File: config.mk
export PLATFORM = sky130hd
export DESIGN_NAME = rxf_accept_filter
export DESIGN_NICKNAME = d
export VERILOG_FILES = /design/src/rtl/rxf_pkg.sv /design/src/rtl/rxf_cfg_shadow.sv /design/src/rtl/rxf_len_track.sv /design/src/rtl/rxf_addr_match.sv /design/src/rtl/rxf_accept_filter.sv
export SDC_FILE = /design/constraint.sdc
export NUM_CORES = 1
export LEC_CHECK = 0
export BUFFER_PORTS_ARGS = -buffer_cell sky130_fd_sc_hd__buf_2
export CAP_MARGIN = 20
export CELL_PAD_IN_SITES_DETAIL_PLACEMENT = 1
export CELL_PAD_IN_SITES_GLOBAL_PLACEMENT = 1
export CORE_MARGIN = 5
export CORE_UTILIZATION = 43
export CTS_CLUSTER_DIAMETER = 150
export CTS_CLUSTER_SIZE = 40
export DETAILED_ROUTE_END_ITERATION = 8
export PLACE_DENSITY = 0.87
export SETUP_SLACK_MARGIN = 0.1
export SLEW_MARGIN = 20
export SYNTH_ARGS = -nofsm -noshare
export SYNTH_HDL_FRONTEND = slang
export SYNTH_HIERARCHICAL = 1
export SYNTH_SLANG_ARGS = --single-unit
export TNS_END_PERCENT = 50
File: constraint.sdc
create_clock -name clk -period 3.72 [get_ports clk]
set_input_delay 0.372 -clock clk [delete_from_list [all_inputs] [get_ports clk]]
set_output_delay 0.372 -clock clk [all_outputs]
set_load 0.03 [all_outputs]
File: src/rtl/rxf_pkg.sv
package rxf_pkg;

  typedef struct packed {
    logic bc_reject;
    logic promisc;
    logic no_rx_on_tx;
    logic loopback;
  } rxf_mode_t;

  typedef struct packed {
    logic accept;
    logic miss;
  } rxf_verdict_t;

  // Loopback cancels the transmit gate.
  function automatic logic rxf_gate_en(rxf_mode_t m);
    return m.no_rx_on_tx & ~m.loopback;
  endfunction

  // Address policy for a frame whose destination is complete.
  function automatic rxf_verdict_t rxf_judge(rxf_mode_t m, logic hit, logic bcast);
    rxf_verdict_t v;
    logic normal_ok;
    normal_ok = hit | (bcast & ~m.bc_reject);
    v.accept  = m.promisc | normal_ok;
    v.miss    = m.promisc & ~normal_ok;
    return v;
  endfunction

endpackage

File: src/rtl/rxf_cfg_shadow.sv
module rxf_cfg_shadow
  import rxf_pkg::*;
#(
  parameter int LEN_W       = 14,
  parameter int MAC_W       = 48,
  parameter int DEF_MAX_LEN = 1518
) (
  input  logic             clk,
  input  logic             rst,
  input  logic             enable,
  input  logic [LEN_W-1:0] max_len_in,
  input  rxf_mode_t        mode_in,
  input  logic [MAC_W-1:0] mac_in,
  output logic [LEN_W-1:0] max_len_q,
  output rxf_mode_t        mode_q,
  output logic [MAC_W-1:0] mac_q
);

  always_ff @(posedge clk) begin
    if (rst) begin
      max_len_q <= LEN_W'(DEF_MAX_LEN);
      mode_q    <= '0;
      mac_q     <= '0;
    end else if (!enable) begin
      max_len_q <= max_len_in;
      mode_q    <= mode_in;
      mac_q     <= mac_in;
    end
  end

  // settings frozen while the filter runs
  a_r2_cfg_frozen: assert property (@(posedge clk) disable iff (rst)
    (enable && $past(enable)) |-> ($stable(max_len_q) && $stable(mode_q) && $stable(mac_q)));

endmodule

File: src/rtl/rxf_len_track.sv
module rxf_len_track #(
  parameter int LEN_W = 14
) (
  input  logic             clk,
  input  logic             rst,
  input  logic             take,
  input  logic             start,
  input  logic             blocked,
  input  logic [LEN_W-1:0] max_len,
  output logic             long_now,
  output logic             irq
);

  logic [LEN_W-1:0] cnt_q, cnt_nx;
  logic             long_q, long_prev, over;
  logic             irq_q;

  always_comb begin
    if (start)             cnt_nx = LEN_W'(1);
    else if (cnt_q == '1)  cnt_nx = cnt_q;
    else                   cnt_nx = cnt_q + 1'b1;
    over      = cnt_nx > max_len;
    long_prev = start ? 1'b0 : long_q;
    long_now  = long_prev | (over & ~blocked);
  end

  always_ff @(posedge clk) begin
    if (rst) begin
      cnt_q  <= '0;
      long_q <= 1'b0;
      irq_q  <= 1'b0;
    end else begin
      irq_q <= take & over & ~blocked & ~long_prev;
      if (take) begin
        cnt_q  <= cnt_nx;
        long_q <= long_now;
      end
    end
  end

  assign irq = irq_q;

  // a pulse never stretches inside one frame
  a_r4_irq_single: assert property (@(posedge clk) disable iff (rst)
    (irq_q && !(take && start)) |=> !irq_q);

  // the pulse coincides with the sticky long flag being set
  a_r4_irq_sets_long: assert property (@(posedge clk) disable iff (rst)
    irq_q |-> long_q);

endmodule

File: src/rtl/rxf_addr_match.sv
module rxf_addr_match
  import rxf_pkg::*;
#(
  parameter int ADDR_BYTES = 6,
  localparam int MAC_W     = 8 * ADDR_BYTES,
  localparam int IDX_W     = $clog2(ADDR_BYTES + 1)
) (
  input  logic             clk,
  input  logic             rst,
  input  logic             take,
  input  logic             start,
  input  logic             eof,
  input  logic             blocked,
  input  logic [7:0]       data,
  input  logic [MAC_W-1:0] mac,
  input  rxf_mode_t        mode,
  output logic             dec_valid,
  output logic             dec_accept,
  output logic             dec_miss,
  output logic             fr_accept,
  output logic             fr_miss
);

  logic [7:0]       mac_b [ADDR_BYTES];
  logic [7:0]       mac_sel;
  logic [IDX_W-1:0] idx_q, pos;
  logic             hit_q, ones_q, hit_nx, ones_nx;
  logic             in_da, last, runt_end;
  logic             acc_q, miss_q, acc_now, miss_now;
  logic             dv_q, da_q, dm_q;
  rxf_verdict_t     v;

  for (genvar g = 0; g < ADDR_BYTES; g++) begin : g_mac_bytes
    assign mac_b[g] = mac[MAC_W-1-8*g -: 8];
  end

  always_comb begin
    pos   = start ? '0 : idx_q;
    in_da = pos < IDX_W'(ADDR_BYTES);
    mac_sel = '0;
    for (int i = 0; i < ADDR_BYTES; i++)
      if (pos == IDX_W'(i)) mac_sel = mac_b[i];
    hit_nx   = ((pos == '0) ? 1'b1 : hit_q)  & (data == mac_sel);
    ones_nx  = ((pos == '0) ? 1'b1 : ones_q) & (&data);
    last     = take & (pos == IDX_W'(ADDR_BYTES - 1));
    runt_end = take & eof & (pos < IDX_W'(ADDR_BYTES - 1));
    v        = rxf_judge(mode, hit_nx, ones_nx);
    acc_now  = v.accept & ~blocked;
    miss_now = v.miss & ~blocked;
    fr_accept = last ? acc_now  : (start ? 1'b0 : acc_q);
    fr_miss   = last ? miss_now : (start ? 1'b0 : miss_q);
  end

  always_ff @(posedge clk) begin
    if (rst) begin
      idx_q  <= '0;
      hit_q  <= 1'b0;
      ones_q <= 1'b0;
      acc_q  <= 1'b0;
      miss_q <= 1'b0;
      dv_q   <= 1'b0;
      da_q   <= 1'b0;
      dm_q   <= 1'b0;
    end else begin
      dv_q <= last | runt_end;
      da_q <= last & acc_now;
      dm_q <= last & miss_now;
      if (take) begin
        idx_q <= in_da ? pos + 1'b1 : pos;
        if (in_da) begin
          hit_q  <= hit_nx;
          ones_q <= ones_nx;
        end
        if (last) begin
          acc_q  <= acc_now;
          miss_q <= miss_now;
        end else if (start) begin
          acc_q  <= 1'b0;
          miss_q <= 1'b0;
        end
      end
    end
  end

  assign dec_valid  = dv_q;
  assign dec_accept = da_q;
  assign dec_miss   = dm_q;

  // a verdict bit only travels with its strobe
  a_r11_accept_with_strobe: assert property (@(posedge clk) disable iff (rst)
    dec_accept |-> dec_valid);

  // miss appears only on promiscuous acceptances
  a_r7_miss_needs_promisc: assert property (@(posedge clk) disable iff (rst)
    dec_miss |-> (dec_accept && mode.promisc));

endmodule

File: src/rtl/rxf_accept_filter.sv
module rxf_accept_filter
  import rxf_pkg::*;
#(
  parameter int LEN_W       = 14,
  parameter int ADDR_BYTES  = 6,
  parameter int DEF_MAX_LEN = 1518,
  localparam int MAC_W      = 8 * ADDR_BYTES
) (
  input  logic             clk,
  input  logic             rst,
  input  logic             enable,
  input  logic [LEN_W-1:0] cfg_max_len,
  input  logic             cfg_bc_reject,
  input  logic             cfg_promisc,
  input  logic             cfg_no_rx_on_tx,
  input  logic             cfg_loopback,
  input  logic [MAC_W-1:0] cfg_station_mac,
  input  logic             tx_active,
  input  logic             in_valid,
  input  logic             in_sof,
  input  logic             in_eof,
  input  logic [7:0]       in_data,
  output logic             dec_valid,
  output logic             dec_accept,
  output logic             dec_miss,
  output logic             stat_valid,
  output logic             stat_accept,
  output logic             stat_long,
  output logic             stat_miss,
  output logic             babble_irq
);

  rxf_mode_t        mode_in, mode_q;
  logic [LEN_W-1:0] max_len_q;
  logic [MAC_W-1:0] mac_q;
  logic             in_frame_q, blocked_q, blk_now;
  logic             start, take;
  logic             long_now, fr_accept, fr_miss;
  logic             sv_q, sa_q, sl_q, sm_q;

  assign mode_in = '{bc_reject:   cfg_bc_reject,
                     promisc:     cfg_promisc,
                     no_rx_on_tx: cfg_no_rx_on_tx,
                     loopback:    cfg_loopback};

  rxf_cfg_shadow #(
    .LEN_W(LEN_W), .MAC_W(MAC_W), .DEF_MAX_LEN(DEF_MAX_LEN)
  ) u_cfg (
    .clk(clk), .rst(rst), .enable(enable),
    .max_len_in(cfg_max_len), .mode_in(mode_in), .mac_in(cfg_station_mac),
    .max_len_q(max_len_q), .mode_q(mode_q), .mac_q(mac_q)
  );

  assign start   = enable & in_valid & in_sof;
  assign take    = enable & in_valid & (in_sof | in_frame_q);
  assign blk_now = start ? (rxf_gate_en(mode_q) & tx_active) : blocked_q;

  always_ff @(posedge clk) begin
    if (rst) begin
      in_frame_q <= 1'b0;
      blocked_q  <= 1'b0;
    end else begin
      if (!enable)   in_frame_q <= 1'b0;
      else if (take) in_frame_q <= ~in_eof;
      if (start) blocked_q <= blk_now;
    end
  end

  rxf_len_track #(.LEN_W(LEN_W)) u_len (
    .clk(clk), .rst(rst), .take(take), .start(start), .blocked(blk_now),
    .max_len(max_len_q), .long_now(long_now), .irq(babble_irq)
  );

  rxf_addr_match #(.ADDR_BYTES(ADDR_BYTES)) u_addr (
    .clk(clk), .rst(rst), .take(take), .start(start), .eof(in_eof),
    .blocked(blk_now), .data(in_data), .mac(mac_q), .mode(mode_q),
    .dec_valid(dec_valid), .dec_accept(dec_accept), .dec_miss(dec_miss),
    .fr_accept(fr_accept), .fr_miss(fr_miss)
  );

  always_ff @(posedge clk) begin
    if (rst) begin
      sv_q <= 1'b0;
      sa_q <= 1'b0;
      sl_q <= 1'b0;
      sm_q <= 1'b0;
    end else begin
      sv_q <= take & in_eof;
      sa_q <= take & in_eof & fr_accept;
      sl_q <= take & in_eof & long_now;
      sm_q <= take & in_eof & fr_miss;
    end
  end

  assign stat_valid  = sv_q;
  assign stat_accept = sa_q;
  assign stat_long   = sl_q;
  assign stat_miss   = sm_q;

  // a gated frame reports nothing but a drop
  a_r9_gated_status: assert property (@(posedge clk) disable iff (rst)
    (stat_valid && blocked_q) |-> (!stat_accept && !stat_long && !stat_miss));

  a_r9_gated_verdict: assert property (@(posedge clk) disable iff (rst)
    (dec_valid && blocked_q) |-> !dec_accept);

  // status follows the end byte, so the frame is closed
  a_r12_status_closes: assert property (@(posedge clk) disable iff (rst)
    stat_valid |-> !in_frame_q);

endmodule

==> flow_summary.json <==
{
  "wl_um": 17200,
  "powerDensity_mw_per_mm2": 398,
  "relSlewSlack_pct": 59.2,
  "dp_hpwl_um": 12600,
  "hold_path.startpoint": "cfg_station_mac[14]",
  "min_path_cells": 3,
  "place_area_mm2": 0.00599,
  "ys.flop_type": "dfxtp_1",
  "syn-cell-area_mm2": 0.00551,
  "path_max_fanout": 7,
  "synth_nets": 730,
  "layout_commonest_cell": "dfxtp_1",
  "nNetsFinal": 804,
  "grt_max_degree": 57,
  "skew_ns": 0.00555,
  "overflow": 0,
  "finalMaxSlewViolations": 0,
  "cp-start-kind": "flop",
  "synth_top_family_by_area": "simple AND/OR/NAND/NOR gates",
  "synthTopCellsByArea": "dfxtp_1 (36%), mux2i_1 (12%), nor2_1 (6.4%)",
  "ant_nets": 0,
  "synthCells": 633,
  "ir_drop_mv": 0.237,
  "layout-drive-gt1-share_pct": 19.0,
  "yosys.cell_types.count": 70,
  "pre_cts_ws_ns": 0.295,
  "cts_tree": "yes",
  "worstPathRequired_ns": 3.97,
  "period_needed_ns": 3.41,
  "fin_area_mm2": 0.00635,
  "via_count": 5064,
  "drv_cap": 0,
  "track_usage_pct": 22.7,
  "r2r_setup_slack_ns": 0.31,
  "n_antenna_cell": 0,
  "wl_met1_um": 7640,
  "synth_top_cell_by_area": "dfxtp_1",
  "whs_endpoint": "u_cfg/mac_q[14]",
  "postSynthAreaPerCell_um2": 8.71,
  "io_buffers": 88,
  "syn_to_final_growth_pct": 15.3,
  "clk_latency_ns": 0.35,
  "hold_viol": 0,
  "cts.sinks": 98,
  "hp-class": "in -> reg",
  "yosys.area_share.simple_pct": 22.4,
  "ys_async_sr_fraction_pct": 0,
  "io_pins": 89,
  "clockRootBuffer": "clkbuf_16",
  "clock_path_buffers": 2,
  "cts-hold-fix-buffers": 0,
  "utilization_pct": 50.4,
  "cts_resized": 0,
  "endpoint_kind": "flop",
  "synth-seq-area-share_pct": 35.6,
  "final_cell_mix": "dfxtp_1 (98), nor2_1 (94), buf_2 (87), mux2i_1 (66), nand2_1 (33)",
  "finalCritPeriodShare_pct": 91.6,
  "grt_pass1_vias": 5189,
  "die_h_um": 123,
  "synth_compound_area_share_pct": 17.5,
  "fin_setup_tns_ns": 0,
  "first_iter_violations": 388,
  "place.gp.congestion": 0.939,
  "synth_top_area_share_pct": 35.6,
  "numCtsBuffers": 9,
  "synth_edf_count": 0,
  "yosysWarnings": 6,
  "p_leak_nw": 2.86,
  "die_w_um": 123,
  "antenna_found_initial": 0,
  "clk_pin_slew_ns": 0.07,
  "fin_ws_ns": 0.313,
  "n_fill_cell": 1535,
  "wire_per_inst_um": 19.5,
  "worst_pin_slew_ns": 0.611,
  "grt_first_pass_wirelength_um": 26900,
  "wl_met2_um": 8360,
  "totalPowerFinal_mw": 2.53,
  "run_status": "completed",
  "drt_pre_antenna_iters": 5,
  "fp-row-count": 41,
  "synth_mux_area_share_pct": 12.3,
  "r2r_start": "u_len/cnt_q[0]",
  "topRoutingLayerUsed": "met4",
  "max_clock_freq_mhz": 294,
  "routed_via_density": 5.73,
  "h-tree-depth": 3,
  "timing.rr.end": "stat_long",
  "worstSetupPathType": "reg -> reg",
  "rsz0062_at_grt": "false",
  "setup_viol": 0,
  "synth_fa_ha_area_share_pct": 3.63,
  "start_util_pct": 43.7,
  "drc": 0,
  "reg2reg_depth": 14,
  "cts_setup_buffers": 0,
  "coreArea_mm2": 0.0126,
  "cp.arrival_ns": 3.66,
  "die-area_mm2": 0.0152,
  "wl_met3_um": 785,
  "ys_ff_latch": 98,
  "synth-xor-area-share_pct": 2.07
}
## per-layer routing
metal | vias up | track usage, %
li1 | 2420 | -
met1 | 2463 | 29.3
met2 | 145 | 38.3
met3 | 36 | 4.03
met4 | 0 | 7.47
met5 | - | 0
## cell families after synthesis
group | Yosys count
and+or+nand+nor | 232
AOI/OAI and AO/OA | 139
DFF | 98
buffers and inverters | 68
muxes | 67
adders and majority gates | 16
xor gates and xnor gates | 13
## through the flow
step / instances / hold WS (ns)
after floorplan: 633 / 0.425
after global placement: 865 / 0.444
after detailed placement: 865 / 0.459
after CTS: 880 / 0.246
after global routing: 883 / 0.251
final: 883 / 0.251
## flip-flops by register name (all words and copies together) (netlist names), 3 cells and up
| register | count |
|---|---|
| u_cfg/mode_q | 4 |
| u_addr/idx_q | 3 |
| u_cfg/max_len_q | 14 |
| u_len/cnt_q | 14 |
| u_cfg/mac_q | 48 |
## worst max path at each step
stage | end | slack [ns] | depth (start not counted) | startpoint
6_report | stat_long | 0.31 | 14 | u_len/cnt_q[0]
3_5_place_dp | stat_long | 0.29 | 13 | u_len/cnt_q[0]
4_1_cts | stat_long | 0.29 | 13 | u_len/cnt_q[0]
3_3_place_gp | stat_long | 0.65 | 13 | u_len/cnt_q[0]
2_1_floorplan | stat_accept | 0.67 | 14 | in_sof
5_1_grt | stat_long | 0.11 | 14 | u_len/cnt_q[0]
## final cells by class
type / instances / area [µm²] / share of cell area, %
multi-input combinational: 467 / 3190 / 50.1
tap: 172 / 215 / 3.39
clock buffer: 10 / 239 / 3.76
timing repair buffer: 100 / 533 / 8.39
inverter: 31 / 116 / 1.83
sequential: 98 / 1960 / 30.9
clock inverter: 5 / 103 / 1.61
## report_power, final
part	switching [mW]	internal (mW)
logic	0.175	0.133
clock network	0.413	0.671
registers	0.0415	1.10
total	0.630	1.90
## critical path, stage by stage (launching register included)
cell and delay (ns):
dfxtp_1 0.43, ha_1 0.24, nand3_1 0.17, nor4b_4 0.30, buf_4 0.18, and2_2 0.19
o21ai_0 0.12, a21oi_1 0.20, ha_1 0.28, a41o_1 0.23, a21oi_1 0.15, o221ai_1 0.14
a21oi_1 0.31, o22ai_1 0.12, and4bb_2 0.24
## cell usage after synthesis (5+ instances only)
cell type and n:
nand3_1 16, inv_1 30, buf_2 13, o211ai_1 6, and3b_1 9, a211o_1 11
a31oi_1 8, nor2b_1 22, a21oi_1 30, a221oi_1 8, o21ai_0 27, dfxtp_1 98
a21o_1 8, clkbuf_1 11, xor2_1 9, nand4_1 11, nand2_1 33, nor2_1 94
nand2b_1 8, mux2i_1 66, ha_1 16, buf_6 5
Power figures use the tool's default switching activity.
